## config.mk

```make
export PLATFORM = sky130hd
export DESIGN_NAME = cmdfr_framer
export DESIGN_NICKNAME = d
export VERILOG_FILES = /design/src/rtl/cmdfr_pkg.sv /design/src/rtl/cmdfr_opdecode.sv /design/src/rtl/cmdfr_env_file.sv /design/src/rtl/cmdfr_word_buf.sv /design/src/rtl/cmdfr_framer.sv
export SDC_FILE = /design/constraint.sdc
export NUM_CORES = 1
export LEC_CHECK = 0
export BUFFER_PORTS_ARGS = -buffer_cell sky130_fd_sc_hd__buf_2
export CAP_MARGIN = 20
export CORE_MARGIN = 2
export CORE_UTILIZATION = 55
export CTS_BUF_LIST = sky130_fd_sc_hd__clkbuf_8
export DETAILED_ROUTE_END_ITERATION = 8
export PLACE_DENSITY = 0.74
export SYNTH_ARGS = -nofsm -noshare
export SYNTH_HDL_FRONTEND = slang
export SYNTH_SLANG_ARGS = --single-unit
export TNS_END_PERCENT = 5
```

## constraint.sdc

```tcl
create_clock -name clk -period 8.6 [get_ports clk]
set_input_delay 0 -clock clk [delete_from_list [all_inputs] [get_ports clk]]
set_output_delay 0 -clock clk [all_outputs]
set_load 0.02 [all_outputs]
```

## src/rtl/cmdfr_pkg.sv

```systemverilog
package cmdfr_pkg;

   localparam int unsigned WORD_W        = 32;
   localparam int unsigned OP_W          = 8;
   localparam int unsigned FIX_LEN_W     = 4;
   localparam int unsigned LONGEST_FIXED = 12;
   localparam int unsigned ENV_COUNT     = 8;

   localparam logic [WORD_W-1:0] STRIP_END_MASK  = 32'hF000_F000;
   localparam logic [WORD_W-1:0] STRIP_END_VALUE = 32'h5000_5000;

   typedef enum logic [1:0] {
      KIND_DRAW    = 2'd0,
      KIND_ENV     = 2'd1,
      KIND_VRAM_RD = 2'd2,
      KIND_VRAM_WR = 2'd3
   } pkt_kind_e;

   typedef enum logic [1:0] {
      LEN_FIXED       = 2'd0,
      LEN_STRIP_FLAT  = 2'd1,
      LEN_STRIP_SHADE = 2'd2
   } len_mode_e;

   typedef enum logic {
      PH_COLLECT = 1'b0,
      PH_EMIT    = 1'b1
   } phase_e;

   function automatic logic is_strip_end(input logic [WORD_W-1:0] w);
      return (w & STRIP_END_MASK) == STRIP_END_VALUE;
   endfunction

endpackage

```

## src/rtl/cmdfr_opdecode.sv

```systemverilog
module cmdfr_opdecode
   import cmdfr_pkg::*;
(
   input  logic [OP_W-1:0]      opcode,
   output len_mode_e            len_mode,
   output logic [FIX_LEN_W-1:0] fixed_len,
   output pkt_kind_e            kind
);

   int unsigned extra;

   always_comb begin
      len_mode = LEN_FIXED;
      kind     = KIND_DRAW;
      extra    = 0;
      case (opcode) inside
         8'h02:          extra = 2;
         [8'h20:8'h23]:  extra = 3;
         [8'h24:8'h27]:  extra = 6;
         [8'h28:8'h2B]:  extra = 4;
         [8'h2C:8'h2F]:  extra = 8;
         [8'h30:8'h33]:  extra = 5;
         [8'h34:8'h37]:  extra = 8;
         [8'h38:8'h3B]:  extra = 7;
         [8'h3C:8'h3F]:  extra = 11;
         [8'h40:8'h47]:  extra = 2;
         [8'h48:8'h4F]:  len_mode = LEN_STRIP_FLAT;
         [8'h50:8'h57]:  extra = 3;
         [8'h58:8'h5F]:  len_mode = LEN_STRIP_SHADE;
         [8'h60:8'h63]:  extra = 2;
         [8'h64:8'h67]:  extra = 3;
         [8'h68:8'h6B]:  extra = 1;
         [8'h70:8'h73]:  extra = 1;
         [8'h74:8'h77]:  extra = 2;
         [8'h78:8'h7B]:  extra = 1;
         [8'h7C:8'h7F]:  extra = 2;
         8'h80:          extra = 3;
         [8'hA0:8'hDF]: begin
            extra = 2;
            kind  = ((opcode & 8'hE0) == 8'hC0) ? KIND_VRAM_RD : KIND_VRAM_WR;
         end
         [8'hE0:8'hE7]:  kind = KIND_ENV;
         default:        extra = 0;
      endcase
      fixed_len = FIX_LEN_W'(extra + 1);
   end

endmodule

```

## src/rtl/cmdfr_env_file.sv

```systemverilog
module cmdfr_env_file #(
   parameter int         NUM_REGS = 8,
   parameter int         DATA_W   = 32,
   parameter logic [7:0] TAG_BASE = 8'hE0
) (
   input  logic                       clk,
   input  logic                       rst_n,
   input  logic                       we,
   input  logic [$clog2(NUM_REGS)-1:0] sel,
   input  logic [DATA_W-1:0]          wdata,
   output logic [NUM_REGS*DATA_W-1:0] regs_flat
);

   localparam int SEL_W = $clog2(NUM_REGS);

   if (DATA_W < 8) begin : g_bad_width
      $error("cmdfr_env_file: DATA_W must hold the 8-bit tag");
   end
   if (NUM_REGS < 2) begin : g_bad_count
      $error("cmdfr_env_file: NUM_REGS must be at least 2");
   end

   for (genvar g = 0; g < NUM_REGS; g++) begin : g_entry
      logic [DATA_W-1:0] q;
      always_ff @(posedge clk or negedge rst_n) begin
         if (!rst_n) begin
            q <= {TAG_BASE + 8'(g), {(DATA_W-8){1'b0}}};
         end else if (we && sel == SEL_W'(g)) begin
            q <= wdata;
         end
      end
      assign regs_flat[g*DATA_W +: DATA_W] = q;
   end

endmodule

```

## src/rtl/cmdfr_word_buf.sv

```systemverilog
module cmdfr_word_buf #(
   parameter int DEPTH  = 32,
   parameter int DATA_W = 32
) (
   input  logic                     clk,
   input  logic                     wr_en,
   input  logic [$clog2(DEPTH)-1:0] wr_idx,
   input  logic [DATA_W-1:0]        wr_data,
   input  logic [$clog2(DEPTH)-1:0] rd_idx,
   output logic [DATA_W-1:0]        rd_data
);

   if (DEPTH < 2) begin : g_bad_depth
      $error("cmdfr_word_buf: DEPTH must be at least 2");
   end

   logic [DATA_W-1:0] mem [DEPTH];

   always_ff @(posedge clk) begin
      if (wr_en) begin
         mem[wr_idx] <= wr_data;
      end
   end

   assign rd_data = mem[rd_idx];

endmodule

```

## src/rtl/cmdfr_framer.sv

```systemverilog
module cmdfr_framer
   import cmdfr_pkg::*;
#(
   parameter int MAX_WORDS = 32
) (
   input  logic                            clk,
   input  logic                            rst_n,
   input  logic                            in_valid,
   output logic                            in_ready,
   input  logic [31:0]                     in_word,
   output logic                            out_valid,
   input  logic                            out_ready,
   output logic [31:0]                     out_word,
   output logic                            out_first,
   output logic                            out_last,
   output logic [7:0]                      out_opcode,
   output logic [$clog2(MAX_WORDS+1)-1:0]  out_len,
   output logic [1:0]                      out_kind,
   output logic [255:0]                    env_regs
);

   localparam int IDX_W = $clog2(MAX_WORDS);
   localparam int CNT_W = $clog2(MAX_WORDS + 1);
   localparam int SEL_W = $clog2(ENV_COUNT);

   if (MAX_WORDS < int'(LONGEST_FIXED)) begin : g_bad_depth
      $error("cmdfr_framer: MAX_WORDS must hold the longest fixed packet");
   end

   phase_e               phase_q;
   logic [CNT_W-1:0]     wr_cnt_q;
   logic [IDX_W-1:0]     rd_q;
   logic [CNT_W-1:0]     len_q;
   len_mode_e            mode_q;
   logic [FIX_LEN_W-1:0] fixlen_q;
   pkt_kind_e            kind_q;
   logic [OP_W-1:0]      op_q;

   len_mode_e            dec_mode;
   logic [FIX_LEN_W-1:0] dec_len;
   pkt_kind_e            dec_kind;

   logic                 take;
   logic                 at_head;
   len_mode_e            cur_mode;
   logic [CNT_W-1:0]     cur_len;
   logic                 word_is_end;
   logic                 buf_full;
   logic                 closes;
   logic                 at_tail;
   logic                 env_we;

   cmdfr_opdecode u_decode (
      .opcode    (in_word[31:24]),
      .len_mode  (dec_mode),
      .fixed_len (dec_len),
      .kind      (dec_kind)
   );

   // Intake side: which word closes the packet under collection
   assign take        = in_valid && (phase_q == PH_COLLECT);
   assign at_head     = (wr_cnt_q == '0);
   assign cur_mode    = at_head ? dec_mode : mode_q;
   assign cur_len     = at_head ? CNT_W'(dec_len) : CNT_W'(fixlen_q);
   assign word_is_end = is_strip_end(in_word);
   assign buf_full    = (wr_cnt_q == CNT_W'(MAX_WORDS - 1));

   always_comb begin
      case (cur_mode)
         LEN_STRIP_FLAT:
            closes = (wr_cnt_q >= CNT_W'(3) && word_is_end) || buf_full;
         LEN_STRIP_SHADE:
            closes = (wr_cnt_q >= CNT_W'(4) && !wr_cnt_q[0] && word_is_end) || buf_full;
         default:
            closes = (wr_cnt_q == cur_len - CNT_W'(1));
      endcase
   end

   assign env_we = take && at_head && (in_word[31:27] == 5'b11100);

   cmdfr_word_buf #(
      .DEPTH  (MAX_WORDS),
      .DATA_W (WORD_W)
   ) u_buf (
      .clk     (clk),
      .wr_en   (take),
      .wr_idx  (wr_cnt_q[IDX_W-1:0]),
      .wr_data (in_word),
      .rd_idx  (rd_q),
      .rd_data (out_word)
   );

   cmdfr_env_file #(
      .NUM_REGS (ENV_COUNT),
      .DATA_W   (WORD_W),
      .TAG_BASE (8'hE0)
   ) u_env (
      .clk       (clk),
      .rst_n     (rst_n),
      .we        (env_we),
      .sel       (in_word[24 +: SEL_W]),
      .wdata     (in_word),
      .regs_flat (env_regs)
   );

   // Emit side
   assign at_tail = (CNT_W'(rd_q) == len_q - CNT_W'(1));

   always_ff @(posedge clk or negedge rst_n) begin
      if (!rst_n) begin
         phase_q  <= PH_COLLECT;
         wr_cnt_q <= '0;
         rd_q     <= '0;
         len_q    <= '0;
         mode_q   <= LEN_FIXED;
         fixlen_q <= '0;
         kind_q   <= KIND_DRAW;
         op_q     <= '0;
      end else if (take) begin
         if (at_head) begin
            mode_q   <= dec_mode;
            fixlen_q <= dec_len;
            kind_q   <= dec_kind;
            op_q     <= in_word[31:24];
         end
         if (closes) begin
            len_q    <= wr_cnt_q + CNT_W'(1);
            wr_cnt_q <= '0;
            rd_q     <= '0;
            phase_q  <= PH_EMIT;
         end else begin
            wr_cnt_q <= wr_cnt_q + CNT_W'(1);
         end
      end else if (phase_q == PH_EMIT && out_ready) begin
         if (at_tail) begin
            phase_q <= PH_COLLECT;
         end else begin
            rd_q <= rd_q + IDX_W'(1);
         end
      end
   end

   assign in_ready   = (phase_q == PH_COLLECT);
   assign out_valid  = (phase_q == PH_EMIT);
   assign out_first  = (rd_q == '0);
   assign out_last   = at_tail;
   assign out_opcode = op_q;
   assign out_len    = len_q;
   assign out_kind   = kind_q;

endmodule

```

; Word level (Yosys, flattened, before mapping)
; Memories as Yosys holds them, arrays and structs flattened.
; Cells that the tools add are included.
; W data, S select, Z words.
[classes]
addsub = 5
n_mul = 0
div = 0
magnitude_cmp = 44
eq_ne = 19
shift = 0
muxes = 73
n_bitwise = 1
n_reduce_logical = 48
[op_table]
columns = cell, n
row1 = $ge A8 B7 Y1 const B, 11
row2 = $le A8 B7 Y1 const B, 11
row3 = $mux W4, 21
row4 = $mux W2, 38
row5 = $ge A8 B6 Y1 const B, 8
row6 = $le A8 B6 Y1 const B, 8
row7 = $logic_and A1 B1 Y1, 36
row8 = $mux W5, 4
row9 = $ge A8 B8 Y1 const B, 2
row10 = $le A8 B8 Y1 const B, 2
row11 = $eq A3 B3 Y1 const B, 5
row12 = $eq A8 B2 Y1 const B, 1
row13 = $eq A8 B7 Y1 const B, 1
row14 = $eq A8 B8 Y1 const B, 1
row15 = $mux W1, 8
row16 = $add A6 B1 Y6 const B, 1
row17 = $eq A3 B2 Y1 const B, 2
row18 = $eq A5 B6 Y1, 1
row19 = $eq A6 B5 Y1 const B, 1
row20 = $eq A6 B6 Y1, 1
row21 = $ge A6 B2 Y1 const B, 1
row22 = $ge A6 B3 Y1 const B, 1
row23 = $logic_not A6 Y1, 1
row24 = $mux W6, 1
row25 = other kinds (18), 23
[word_totals]
reg_bits = 290
latchBits = 0
ramBits = 1024
mem_bits_ro = 0
output_inout_bits = 308
wordCells = 207
n_memories = 1
[mem_list]
columns = memory, depth, width, rd, rd_clocked_by_memory_dff, wr, line_no
row1 = u_buf.mem, 32, 32, 1, 0, 1, cmdfr_word_buf.sv:17  ; logic [DATA_W-1:0] mem [DEPTH];

; Depth between registers and ports, before layout
[logic_depth]
ltp_word = 31
mapped_depth = 16
depth_no_buf = 15

; Modules after synthesis
; Synthesis repeated with hierarchy kept, for this count alone.
[hier_totals]
cells_unflattened = 3027
area_unflattened_um2 = 51838.5
[modules_own_cells]
columns = mod, instances, cells_per_inst, area_each_um2, seq_area_each_um2
row1 = cmdfr_word_buf, 1, 2228, 39844.5, 30749.5
row2 = cmdfr_env_file, 1, 551, 9658.0, 6451.2
row3 = cmdfr_framer, 1, 202, 2021.9, 850.8
row4 = cmdfr_opdecode, 1, 46, 314.1, 0.0

; Worst setup path before layout
; No wires, ideal clock.
[synth_path]
path_type = input-to-reg
startpoint = input port in_word[31]
endpoint = register len_q[1] (netlist: out_len[1])
setup_ns = 0.128
arrival_ns = 3.387
required_time_ns = 8.472
setup_slack_ns = 5.086
stages = 14
path_buffers = 1
cell_sequence = clkbuf_1 -> o21ai_0 -> a32o_1 -> a221o_1 -> ha_1 -> mux2i_1 -> ha_1 -> or3_1 -> a31oi_1 -> a211oi_1 -> o311ai_0 -> o2111ai_2 -> or2_1 -> mux2_1
[synth_between]
elab_chain_len = 30
elab_cells_between_ends = 111
[synth_lines]
columns = element, line_no
row1 = from (decl), cmdfr_framer.sv:10  ; input logic [31:0] in_word,
row2 = $ge A8 B8 Y1 (no line) / $le A8 B8 Y1 (equally long branches), --
row3 = $logic_and A1 B1 Y1 (no line), --
row4 = $mux W2 (2 in series), cmdfr_opdecode.sv:16  ; case (opcode) inside
row5 = $mux W4 (19 in series), cmdfr_opdecode.sv:16
row6 = $mux W4 (*), cmdfr_opdecode.sv:16
row7 = $add A4 B1 Y4 (*), cmdfr_opdecode.sv:45  ; fixed_len = FIX_LEN_W'(extra + 1);
row8 = net dec_len[1], cmdfr_framer.sv:40  ; logic [FIX_LEN_W-1:0] dec_len;
row9 = $mux W4 (*), cmdfr_framer.sv:64  ; assign cur_len = at_head ? CNT_W'(dec_len) : CNT_W'(fixlen_q);
row10 = $sub A4 B1 Y5 (*), cmdfr_framer.sv:75  ; closes = (wr_cnt_q == cur_len - CNT_W'(1));
row11 = $eq A6 B6 Y1 (*), cmdfr_framer.sv:75
row12 = $pmux W1 S2 (*), cmdfr_framer.sv:69  ; case (cur_mode)
row13 = $reduce_and A2 Y1 (no line) (*), --
row14 = to (signal assigned), cmdfr_framer.sv:127  ; len_q <= wr_cnt_q + CNT_W'(1);
row15 = to (decl), cmdfr_framer.sv:33  ; logic [CNT_W-1:0] len_q;
; Mark *: on every way through the listed nets, which the timed path passes. The rest lies on a longest branch.
; A chain may end at the register's enable or synchronous reset.

; Worst setup path after layout
[layout_path]
startpoint = input port in_word[28]
endpoint = register phase_q (netlist: out_valid)
[layout_between]
elab_chain_len = 31
elab_cells_between_ends = 112
[layout_lines]
columns = element, line_no
row1 = $ge A8 B8 Y1 (no line) / $le A8 B8 Y1 (equally long branches), --
row2 = $logic_and A1 B1 Y1 (no line), --
row3 = $mux W2 (2 in series), cmdfr_opdecode.sv:16
row4 = $mux W4 (19 in series), cmdfr_opdecode.sv:16
row5 = $mux W4 (*), cmdfr_opdecode.sv:16
row6 = $add A4 B1 Y4 (*), cmdfr_opdecode.sv:45
row7 = net dec_len[1], cmdfr_framer.sv:40
row8 = $mux W4 (*), cmdfr_framer.sv:64
row9 = $sub A4 B1 Y5 (*), cmdfr_framer.sv:75
row10 = $eq A6 B6 Y1 (*), cmdfr_framer.sv:75
row11 = $pmux W1 S2 (*), cmdfr_framer.sv:69
row12 = $ne A2 B1 Y1 (no line) (*), --
row13 = $reduce_and A3 Y1 (no line) (*), --
row14 = to (signal assigned), cmdfr_framer.sv:111  ; phase_q <= PH_COLLECT;
row15 = to (signal assigned), cmdfr_framer.sv:130  ; phase_q <= PH_EMIT;
row16 = to (signal assigned), cmdfr_framer.sv:136  ; phase_q <= PH_COLLECT;
row17 = to (decl), cmdfr_framer.sv:30  ; phase_e phase_q;
; Marked as above.

==> results.yml <==
synth:
  synth_top_area_cell: "edfxtp_1"
  syn_area_mm2: 0.0504
  synth_ff_type: "edfxtp_1"
  async_flop_share_pct: 22.1
  netlist.area_leader.share_pct: 61.0
  synth_edf_count: 1024
  ys_seq_area_share_pct: 75.5
  synth_warnings: 0
  synth.area.top_cells: "edfxtp_1 61%, mux4_2 14%, dfrtp_1 13%"
  syn-mean-instance-area_um2: 21.6
  synth.distinct_cells: 61
  ys_seq_elements: 1314
  syn_inst: 2339
  syn_nets: 2385
setup_path:
  endpoint_kind: "flip-flop"
  crit_path_max_incr_delay_ns: 0.61
  rr_worst_depth: 13
  cp_slowest_cell: "buf_2"
  cp_cell_sequence: "dlygate4sd3_1, buf_2, nand2_1, nor3b_1, a2111oi_2, or2_2, ha_1, mux2i_1, ha_1, or3_1, a31oi_1, a211oi_1, o311ai_0, o2111ai_2, or2_1, nand2_1, dlygate4sd3_1"
  regToRegSetupSlack_ns: 3.96
  cp.required_ns: 9.37
  r2r_end: "out_valid"
  worst_setup_path_start_kind: "input pin"
  path_max_fanout: 43
  r2r-start: "wr_cnt_q[2]"
  cp.arrival_ns: 5.43
  crit_type: "input pin to flip-flop"
global_route:
  grt_antenna_before_repair: 10
  grt_max_degree: 129
  grt_overflow: 0
  grt_pass1_vias: 26872
  grt_pass1_wl_um: 182000
  gr-usage-all-layers_pct: 27.2
finish:
  layout_commonest_cell: "edfxtp_1"
  stdcell_area_mm2: 0.0579
  final_cell_mix: "1024 x edfxtp_1, 342 x buf_2, 320 x mux4_2"
  area_delta_synth_final_pct: 14.9
  drive_gt1_share_pct: 42.7
  nets: 2902
sta:
  worst_pin_slew_ns: 1.18
  setup_viol: 0
  rsz0062_at_grt: "no"
  finClkSkew_ns: 0.0347
  period_share_pct: 54.1
  hold_viol: 0
  finalMaxSlewViolations: 0
  slew_headroom_pct: 21.0
  finalCriticalPeriod_ns: 4.65
  setup_tns_ns: 0
  timing.fmax_ghz: 0.215
min_path:
  whs_path_depth: 5
  whs_endpoint: "mode_q[1]"
  min_from: "in_valid"
  hold_class: "input pin to flip-flop"
power_and_ir_drop:
  peakVddDrop_mv: 0.299
  p_leak_nw: 21.7
  powerDensity_mw_per_mm2: 282
clock_network:
  root_buffer: "clkbuf_8"
  post_cts_buffers: 0
  cts_buffer_depth: 3
  clkSlewWorstSetupHoldPaths_ns: 0.06
  clk_latency_ns: 0.85
  cts_tree: "yes"
  htreeDepth: 4
  cts_made_buffers: 201
  clock-sinks: 1314
  post_cts_resize_count: 0
  cts_hold_buf: 40
drt:
  post_drt_via_cell_ratio: 6.22
  drc: 0
  drt-total-wl_um: 126000
  vias: 26150
  drtPass1Iterations: 5
  drtAntennaViolNets: 0
  wl_per_cell_um: 29.9
  first_iter_violations: 3133
floorplanning:
  fp.dieArea_mm2: 0.0941
  die_w_um: 307
  initial_core_util_pct: 55.2
  die_h_um: 307
  core_area_mm2: 0.0912
  rows: 111
  io_pins: 344
placed_design:
  placed_cell_area_mm2: 0.0538
  portBuffers: 343
  gp_congestion: 0.869
  dp_hpwl_um: 69900
flow_run:
  cap_violations: 0
status:
  outcome: "finished, final reports clean"
## critical path, delay by kind of cell
family / cells / cell delay (ns)
muxes: 1 / 0.10
buffers and inverters: 3 / 1.74
adders and majority gates: 2 / 0.46
and+or+nand+nor: 6 / 1.39
AOI/OAI and AO/OA: 5 / 1.71
## state kept, by name, summed over array words and instances (netlist names)
name             count
out_len              6
wr_cnt_q             6
u_buf.mem         1024
out_kind             2
fixlen_q             4
u_env.g_entry.q    256
out_valid            1
mode_q               2
out_opcode           8
rd_q                 5
## final cells by class
class / count / area [um2]
fill: 5993 / 33300
inverter: 14 / 55.1
clock buffer: 213 / 2930
clock inverter: 147 / 748
multi-input combinational: 889 / 12100
timing repair buffer: 436 / 2580
antenna: 7 / 17.5
tap: 1186 / 1480
sequential: 1314 / 38100
## cells by family after synthesis
group,count (synthesis),share of synthesized area (%)
flops,1314,75.5
fa+ha+maj,10,0.248
xor+xnor,13,0.253
simple gates,248,2.59
compound gates,67,0.889
mux,551,19.4
buf+inv,136,1.09
## worst max-delay path by stage
| stage | start | to | slack [ns] | cells after the start |
|---|---|---|---|---|
| floorplan | in_word[31] | out_len[1] | 5.09 | 14 |
| global placement | in_word[29] | out_len[1] | 4.33 | 15 |
| detailed placement | in_word[28] | out_len[1] | 4.12 | 15 |
| CTS | rd_q[1] | out_word[0] | 4.02 | 5 |
| global route | in_word[28] | out_valid | 3.69 | 17 |
| finish | in_word[28] | out_valid | 3.95 | 17 |
## per-stage QoR
step | util (%) | instances | hold slack [ns] | setup slack (ns) | power [W]
floorplan | - | 2339 | -0.296 | 5.09 | 0.0103
global placement | 59.0 | 3799 | 0.170 | 4.33 | 0.0117
finish | 63.5 | 4206 | 0.269 | 3.95 | 0.0164
global route | 63.5 | 4201 | 0.245 | 3.69 | 0.0170
detailed placement | 59.0 | 3799 | 0.207 | 4.12 | 0.0118
CTS | 63.5 | 4199 | 0.169 | 4.02 | 0.0165
## layer usage
metal,up-vias,track usage [%],share of wire [%]
li1,10570,-,-
met1,13818,38.5,39
met2,1584,42.8,48
met3,178,6.69,10
met4,0,7.67,2.1
met5,-,0,0
## Yosys cell counts (all sizes together), types with 4 or more instances
cell type  number
clkbuf         75
nand3           9
inv            14
mux4          320
ha             10
mux2          228
or3             5
o22ai           6
or2            25
edfxtp       1024
nor2b          16
dfstp          36
nand2          72
o21ai          25
nand4           5
xnor2           9
nor2           48
o211ai          6
nor3b           6
nand2b         16
a31oi           4
nor3            7
and2           21
a21oi           8
buf            47
nand3b          4
dfrtp         254
## where the power goes
group / leakage, nW / switching (W) / total (W) / internal (W)
clock network: 2.14 / 0.00235 / 0.00473 / 0.00238
registers: 13.1 / 0.000269 / 0.00730 / 0.00703
logic: 6.44 / 0.00234 / 0.00433 / 0.00199
total: 21.7 / 0.00496 / 0.0164 / 0.0114
(Power assumes the default switching activity.)
